[src/rtl/msp_pkg.sv]
package msp_pkg;
    typedef enum logic [1:0] {
        ST_IDLE  = 2'd0,
        ST_ISSUE = 2'd1,
        ST_POLL  = 2'd2
    } msp_state_e;

    localparam logic [7:0] CMD_RUN_STOPFAIL = 8'h28;
endpackage

[src/rtl/msp_timeout.sv]
module msp_timeout #(
    parameter int LIMIT = 1024,
    localparam int CNT_W = $clog2(LIMIT + 1)
) (
    input  logic clk,
    input  logic rst_n,
    input  logic run,
    output logic expired
);
    logic [CNT_W-1:0] cnt_d, cnt_q;

    always_comb begin
        expired = run && (cnt_q == CNT_W'(LIMIT - 1));
        if (!run)
            cnt_d = '0;
        else if (expired)
            cnt_d = cnt_q;
        else
            cnt_d = cnt_q + 1'b1;
    end

    always_ff @(posedge clk or negedge rst_n) begin
        if (!rst_n) cnt_q <= '0;
        else        cnt_q <= cnt_d;
    end


    timeout_bound_chk: assert property (@(posedge clk) disable iff (!rst_n)
        cnt_q <= CNT_W'(LIMIT - 1));
endmodule

[src/rtl/msp_bisect.sv]
module msp_bisect #(
    parameter int MIN_EXP = 2,
    parameter int MAX_EXP = 15,
    parameter int EXP_W   = 5
) (
    input  logic             first,
    input  logic             err,
    input  logic [EXP_W-1:0] lo,
    input  logic [EXP_W-1:0] hi,
    input  logic [EXP_W-1:0] trial,
    output logic [EXP_W-1:0] lo_n,
    output logic [EXP_W-1:0] hi_n,
    output logic [EXP_W-1:0] trial_n,
    output logic             finish,
    output logic             defect
);
    logic [EXP_W:0] span_sum;

    always_comb begin
        lo_n     = lo;
        hi_n     = hi;
        trial_n  = trial;
        finish   = 1'b0;
        defect   = 1'b0;
        span_sum = '0;
        if (first) begin
            if (err) begin
                finish = 1'b1;
                defect = 1'b1;
            end else begin
                trial_n = EXP_W'(MAX_EXP);
            end
        end else begin
            if (err) hi_n = trial;
            else     lo_n = trial;
            finish   = (hi_n == lo_n + 1'b1);
            span_sum = {1'b0, lo_n} + {1'b0, hi_n};
            if (lo_n == EXP_W'(MIN_EXP) && hi_n == EXP_W'(MAX_EXP))
                trial_n = EXP_W'(MAX_EXP - 1);
            else
                trial_n = span_sum[EXP_W:1];
        end
    end
endmodule

[src/rtl/memsize_probe.sv]
module memsize_probe
    import msp_pkg::*;
#(
    parameter int MIN_EXP     = 2,
    parameter int MAX_EXP     = 15,
    parameter int TIMEOUT_CYC = 1024,
    localparam int SIZE_W = MAX_EXP + 1,
    localparam int EXP_W  = $clog2(MAX_EXP + 2)
) (
    input  logic              clk,
    input  logic              rst_n,
    input  logic              start,
    output logic              cmd_wr,
    output logic [7:0]        cmd_byte,
    input  logic              eng_done,
    input  logic              eng_err,
    output logic [SIZE_W-1:0] size_code,
    output logic [SIZE_W-1:0] res_size,
    output logic              res_valid,
    output logic              res_defect,
    output logic              res_hung
);
    typedef struct packed {
        msp_state_e        st;
        logic [EXP_W-1:0]  lo;
        logic [EXP_W-1:0]  hi;
        logic [EXP_W-1:0]  trial;
        logic              first;
        logic [SIZE_W-1:0] size;
        logic              valid;
        logic              defect;
        logic              hung;
    } probe_regs_t;

    probe_regs_t r_d, r_q;

    logic [EXP_W-1:0] b_lo_n, b_hi_n, b_trial_n;
    logic             b_finish, b_defect;
    logic             poll_expired;

    msp_bisect #(
        .MIN_EXP (MIN_EXP),
        .MAX_EXP (MAX_EXP),
        .EXP_W   (EXP_W)
    ) u_bisect (
        .first   (r_q.first),
        .err     (eng_err),
        .lo      (r_q.lo),
        .hi      (r_q.hi),
        .trial   (r_q.trial),
        .lo_n    (b_lo_n),
        .hi_n    (b_hi_n),
        .trial_n (b_trial_n),
        .finish  (b_finish),
        .defect  (b_defect)
    );

    msp_timeout #(
        .LIMIT (TIMEOUT_CYC)
    ) u_timeout (
        .clk     (clk),
        .rst_n   (rst_n),
        .run     (r_q.st == ST_POLL && !eng_done),
        .expired (poll_expired)
    );

    always_comb begin
        r_d       = r_q;
        r_d.valid = 1'b0;
        unique case (r_q.st)
            ST_IDLE: begin
                if (start) begin
                    r_d.st     = ST_ISSUE;
                    r_d.trial  = EXP_W'(MIN_EXP);
                    r_d.lo     = EXP_W'(MIN_EXP);
                    r_d.hi     = EXP_W'(MAX_EXP + 1);
                    r_d.first  = 1'b1;
                    r_d.size   = '0;
                    r_d.defect = 1'b0;
                    r_d.hung   = 1'b0;
                end
            end
            ST_ISSUE: r_d.st = ST_POLL;
            ST_POLL: begin
                if (eng_done) begin
                    r_d.lo    = b_lo_n;
                    r_d.hi    = b_hi_n;
                    r_d.first = 1'b0;
                    if (b_finish) begin
                        r_d.st     = ST_IDLE;
                        r_d.valid  = 1'b1;
                        r_d.defect = b_defect;
                        r_d.size   = b_defect ? '0 : (SIZE_W'(1) << b_lo_n);
                    end else begin
                        r_d.trial = b_trial_n;
                        r_d.st    = ST_ISSUE;
                    end
                end else if (poll_expired) begin
                    r_d.st    = ST_IDLE;
                    r_d.valid = 1'b1;
                    r_d.hung  = 1'b1;
                    r_d.size  = '0;
                end
            end
            default: r_d.st = ST_IDLE;
        endcase
    end

    always_ff @(posedge clk or negedge rst_n) begin
        if (!rst_n) begin
            r_q        <= '0;
            r_q.st     <= ST_IDLE;
            r_q.lo     <= EXP_W'(MIN_EXP);
            r_q.hi     <= EXP_W'(MAX_EXP + 1);
            r_q.trial  <= EXP_W'(MIN_EXP);
        end else begin
            r_q <= r_d;
        end
    end

    assign cmd_wr     = (r_q.st == ST_ISSUE);
    assign cmd_byte   = CMD_RUN_STOPFAIL;
    assign size_code  = SIZE_W'(1) << r_q.trial;
    assign res_size   = r_q.size;
    assign res_valid  = r_q.valid;
    assign res_defect = r_q.defect;
    assign res_hung   = r_q.hung;


    cmd_single_pulse_chk: assert property (@(posedge clk) disable iff (!rst_n)
        cmd_wr |=> !cmd_wr);


    size_held_in_poll_chk: assert property (@(posedge clk) disable iff (!rst_n)
        (r_q.st == ST_POLL) |-> $stable(size_code));


    size_legal_chk: assert property (@(posedge clk) disable iff (!rst_n)
        ($countones(size_code) == 1) && (size_code >= SIZE_W'(1) << MIN_EXP));


    bounds_order_chk: assert property (@(posedge clk) disable iff (!rst_n)
        r_q.lo < r_q.hi);


    valid_single_chk: assert property (@(posedge clk) disable iff (!rst_n)
        res_valid |=> !res_valid);


    flags_exclusive_chk: assert property (@(posedge clk) disable iff (!rst_n)
        res_valid |-> $countones({res_defect, res_hung}) <= 1);


    no_restart_busy_chk: assert property (@(posedge clk) disable iff (!rst_n)
        (start && r_q.st == ST_POLL && !eng_done) |=> (r_q.st == ST_POLL || r_q.st == ST_IDLE));
endmodule

[config.mk]
export PLATFORM = sky130hd
export DESIGN_NAME = memsize_probe
export DESIGN_NICKNAME = d
export VERILOG_FILES = /design/src/rtl/msp_pkg.sv /design/src/rtl/msp_timeout.sv /design/src/rtl/msp_bisect.sv /design/src/rtl/memsize_probe.sv
export SDC_FILE = /design/constraint.sdc
export NUM_CORES = 1
export LEC_CHECK = 0
export BUFFER_PORTS_ARGS = -buffer_cell sky130_fd_sc_hd__buf_2
export CAP_MARGIN = 20
export CORE_MARGIN = 10
export CORE_UTILIZATION = 52
export DETAILED_ROUTE_END_ITERATION = 12
export PLACE_DENSITY_LB_ADDON = 0.2
export SYNTH_ARGS = -nofsm -noshare
export SYNTH_HDL_FRONTEND = slang
export SYNTH_HIERARCHICAL = 1
export SYNTH_SLANG_ARGS = --single-unit
export TNS_END_PERCENT = 20
[constraint.sdc]
create_clock -name clk -period 2.75 [get_ports clk]
set_clock_uncertainty 0.2 [all_clocks]
set_input_delay 0 -clock clk [delete_from_list [all_inputs] [get_ports clk]]
set_output_delay 0 -clock clk [all_outputs]
set_load 0.01 [all_outputs]
==> summary.md <==
| Metric | Value |
|---|---|
| Post-Synthesis Cells | `338` |
| CTS tree | `built` |
| Switching Fraction | `0.3973` |
| Post-synth top flop | `dfrtp_1` |
| Rows | `28` |
| PortBufs | `40` |
| Hold Path Sink | `r_q[25]` |
| Initial DRC count | `around 100` |
| Sum of negative setup slack | `0 ns` |
| Sequential power share | `0.343` |
| Hold WS | `0.2243 ns` |
| Final Power | `between 2 and 3 mW` |
| Clk sink count | `48` |
| Dpl cell area | `approximately 3400 µm²` |
| Post-DRT Antenna Nets | `0` |
| Critical Path Start Type | `register` |
| Arr. time, crit path | `roughly 2.6 ns` |
| Final Hold Fails | `0` |
| Main area contributors after synthesis | `dfrtp_1, mux2_2, buf_4` |
| Worst reg2reg endpoint | `res_size[7]` |
| Die width | `about 99 µm` |
| Initial Util | `0.5416` |
| Post-synth ARST share | `1.000` |
| ANT cells | `0` |
| Vias in the first global route | `between 2k and 2.5k` |
| Drt pass-1 iters | `4` |
| Pin count of the biggest net entering global routing | `49` |
| Post-DP HPWL | `about 5.5 mm` |
| Wire per inst | `16.55 µm` |
| Sw power | `around 1.0 mW` |
| PnR worst setup slack | `about 0.12 ns` |
| Area Overhead vs Synth | `11.45%` |
| Post-route insts no fill | `451` |
| Hold Path Class | `input port to register` |
| Ports | `between 40 and 50` |
| Dominant cell type by area after synthesis | `dfrtp_1` |
| Most common cell in the netlist | `dfrtp_1` |
| DRC | `0` |
| Layout cell share with drive strength beyond 1 | `0.2846` |
| Post-synth EDFFs | `0` |
| Slowest cell on crit path | `dfrtp_1` |
| Status | `completed` |
| GPL Wtd Cong | `0.9263` |
| Total gr overflow | `0` |
| Endpoints failing setup | `0` |
| Flop-to-flop setup slack | `0.12 ns` |
| Library cells used by synthesis | `a little over 60` |
| Area of the multi-input gates | `between 1500 and 2000 µm²` |
| Crit-path cells | `mux2_2, inv_1, ha_1, xnor2_1, nand4b_1, a21oi_1, a31o_1, mux2i_1, a21o_4, a32o_1` |
| Antenna violations before repair | `0` |
| Hold path cells | `5` |
| Num CTS Buffers | `5` |
| Comb pwr share | `0.447` |
| Total number of vias | `2,472` |
| Worst slack at placement | `0.08628 ns` |
| Cells after DPL | `about 440` |
| Kind of critical path | `register to register` |
| Final nets | `around 390` |
| CP Depth | `10` |
| Delay of the slowest cell on the worst path | `around 0.40 ns` |
| Post-layout util | `0.6036` |
| Max-slew violation count | `0` |
| Synthesized cell area | `3244 µm²` |
| Top-area cell type share of the netlist area | `0.3471` |
| Clock power frac | `0.210` |
| FF+latch area | `about 1200 µm²` |
| Die H | `a little under 100 µm` |
| R2R depth | `10` |
| Startpoint of the worst hold path | `eng_err` |
| Yosys warning total | `6` |
| # fillers | `between 500 and 600` |
| First-pass GRT wire length | `~13 mm` |
| Gr usage total | `0.1554` |
| Crit Path Max Fanout | `16` |
| Fmax | `379.9 MHz` |
| Reg-to-Reg Start | `r_q[30]` |
| H-Tree Depth | `2` |
| Final period utilization | `0.9571` |
| Total core area | `around 6000 µm²` |
| Syn Area/Cell | `9.599 µm²` |
| Crit path required time | `2.75 ns` |
| Final instance area | `roughly 3600 µm²` |
| CTS max path bufs | `2` |
| Fin crit period | `approximately 2.6 ns` |
| Synth cell count leaders | `dfrtp_1, inv_1, buf_4` |
| Int Power | `approximately 1.5 mW` |
| Final WL | `between 7 and 8 mm` |
| Die Area | `~9800 µm²` |
| Worst VDD drop | `between 0.4 and 0.5 mV` |
| RSZ-0062 raised after global routing | `false` |
| Clk root buf | `clkbuf_8` |
| Clock transition at path regs | `0.09 ns` |
| Vias/cell | `between 5 and 6` |
| Top Family by Delay on Critical Path | `compound AO/OA/AOI/OAI gates` |
| Synth Register Bits | `48` |
| Seq/Total Area, Yosys | `0.3714` |
| WP buf/inv | `1` |
| Critical path endpoint category | `register` |
| Leakage Power | `~1.8 nW` |
| Clk Latency, worst-skew pair | `roughly 0.31 ns` |
| Max-Cap Viols | `0` |
| P per Cell Area | `roughly 700 nW/µm²` |
## worst max-delay path by stage
stage / startpoint / to / slack, ns
after floorplan: r_q[20] / res_size[12] / 0.19
after global placement: r_q[31] / r_q[21] / 0.16
after detailed placement: r_q[31] / r_q[24] / 0.09
after CTS: r_q[31] / r_q[24] / 0.06
after global routing: r_q[31] / res_size[9] / 0.002
final: r_q[30] / res_size[7] / 0.12
## power groups by stage
stage / Sequential (mW) / Clock (mW) / Combinational, mW
floorplan: 0.866 / 0 / 0.820
global placement: 0.888 / 0 / 1.08
detailed placement: 0.888 / 0 / 1.09
CTS: 0.874 / 0.544 / 1.10
global route: 0.889 / 0.575 / 1.26
finish: 0.874 / 0.535 / 1.14
## placed cells by master, fill, tap and decap left out, types with 5 or more instances in the layout
master	n
dfrtp_1	45
buf_2	40
inv_1	31
nand2_1	25
nor2_1	23
o21ai_0	20
mux2_2	19
buf_4	14
o2bb2ai_1	10
xnor2_1	10
mux2i_1	9
nand4_1	9
conb_1	8
nand3_1	7
a21oi_1	7
ha_1	7
clkbuf_8	5
and2_1	5
## timing repair
item / in CTS / in global routing
endpoints found under the hold margin: 57 / 14
setup endpoints to repair: 0 / 21
resized for setup: 0 / 4
buffers inserted: 0 / 2
hold buffers: 3 / 1
## worst min-delay path, stage by stage
cell and delay (ns):
buf_2 0.20, mux2_2 0.21, mux2_2 0.14, nand4_1 0.08, o21ai_0 0.07
## registers in the layout, indices dropped and copies added (netlist names)
name             count
res_defect           1
res_hung             1
u_timeout/cnt_q     11
r_q                 18
res_size            16
res_valid            1
## per-layer routing
metal	track usage	wire length, µm	vias to the layer above
met4	0.03308	57	0
met3	0.03771	398	5
met1	0.2122	3558	1187
met2	0.2420	3447	51
met5	0	0	-
li1	-	-	1229
## cell families (layout without fill, tap and decap cells)
family / count (synthesis) / after routing / share of synthesized area
adder cells (fa/ha/maj): 10 / 10 / 0.04049
other: 2 / 8 / 0.002315
XOR/XNOR: 13 / 13 / 0.03509
AO/OA/AOI/OAI: 69 / 69 / 0.1597
multiplexers: 28 / 28 / 0.09372
buffers and inverters: 67 / 99 / 0.1184
AND/OR/NAND/NOR: 101 / 101 / 0.1789
flip-flops: 48 / 48 / 0.3714
## final cells by class
| cell class | count | share of cell area |
|---|---|---|
| flip-flops and latches | 48 | 0.3332 |
| clock inverters | 3 | 0.01315 |
| inverters | 31 | 0.03218 |
| multi-input cells | 229 | 0.4699 |
| well taps | 75 | 0.02595 |
| clock buffers | 5 | 0.01903 |
| repair buffers | 60 | 0.1066 |
Power figures use the tool's default switching activity.
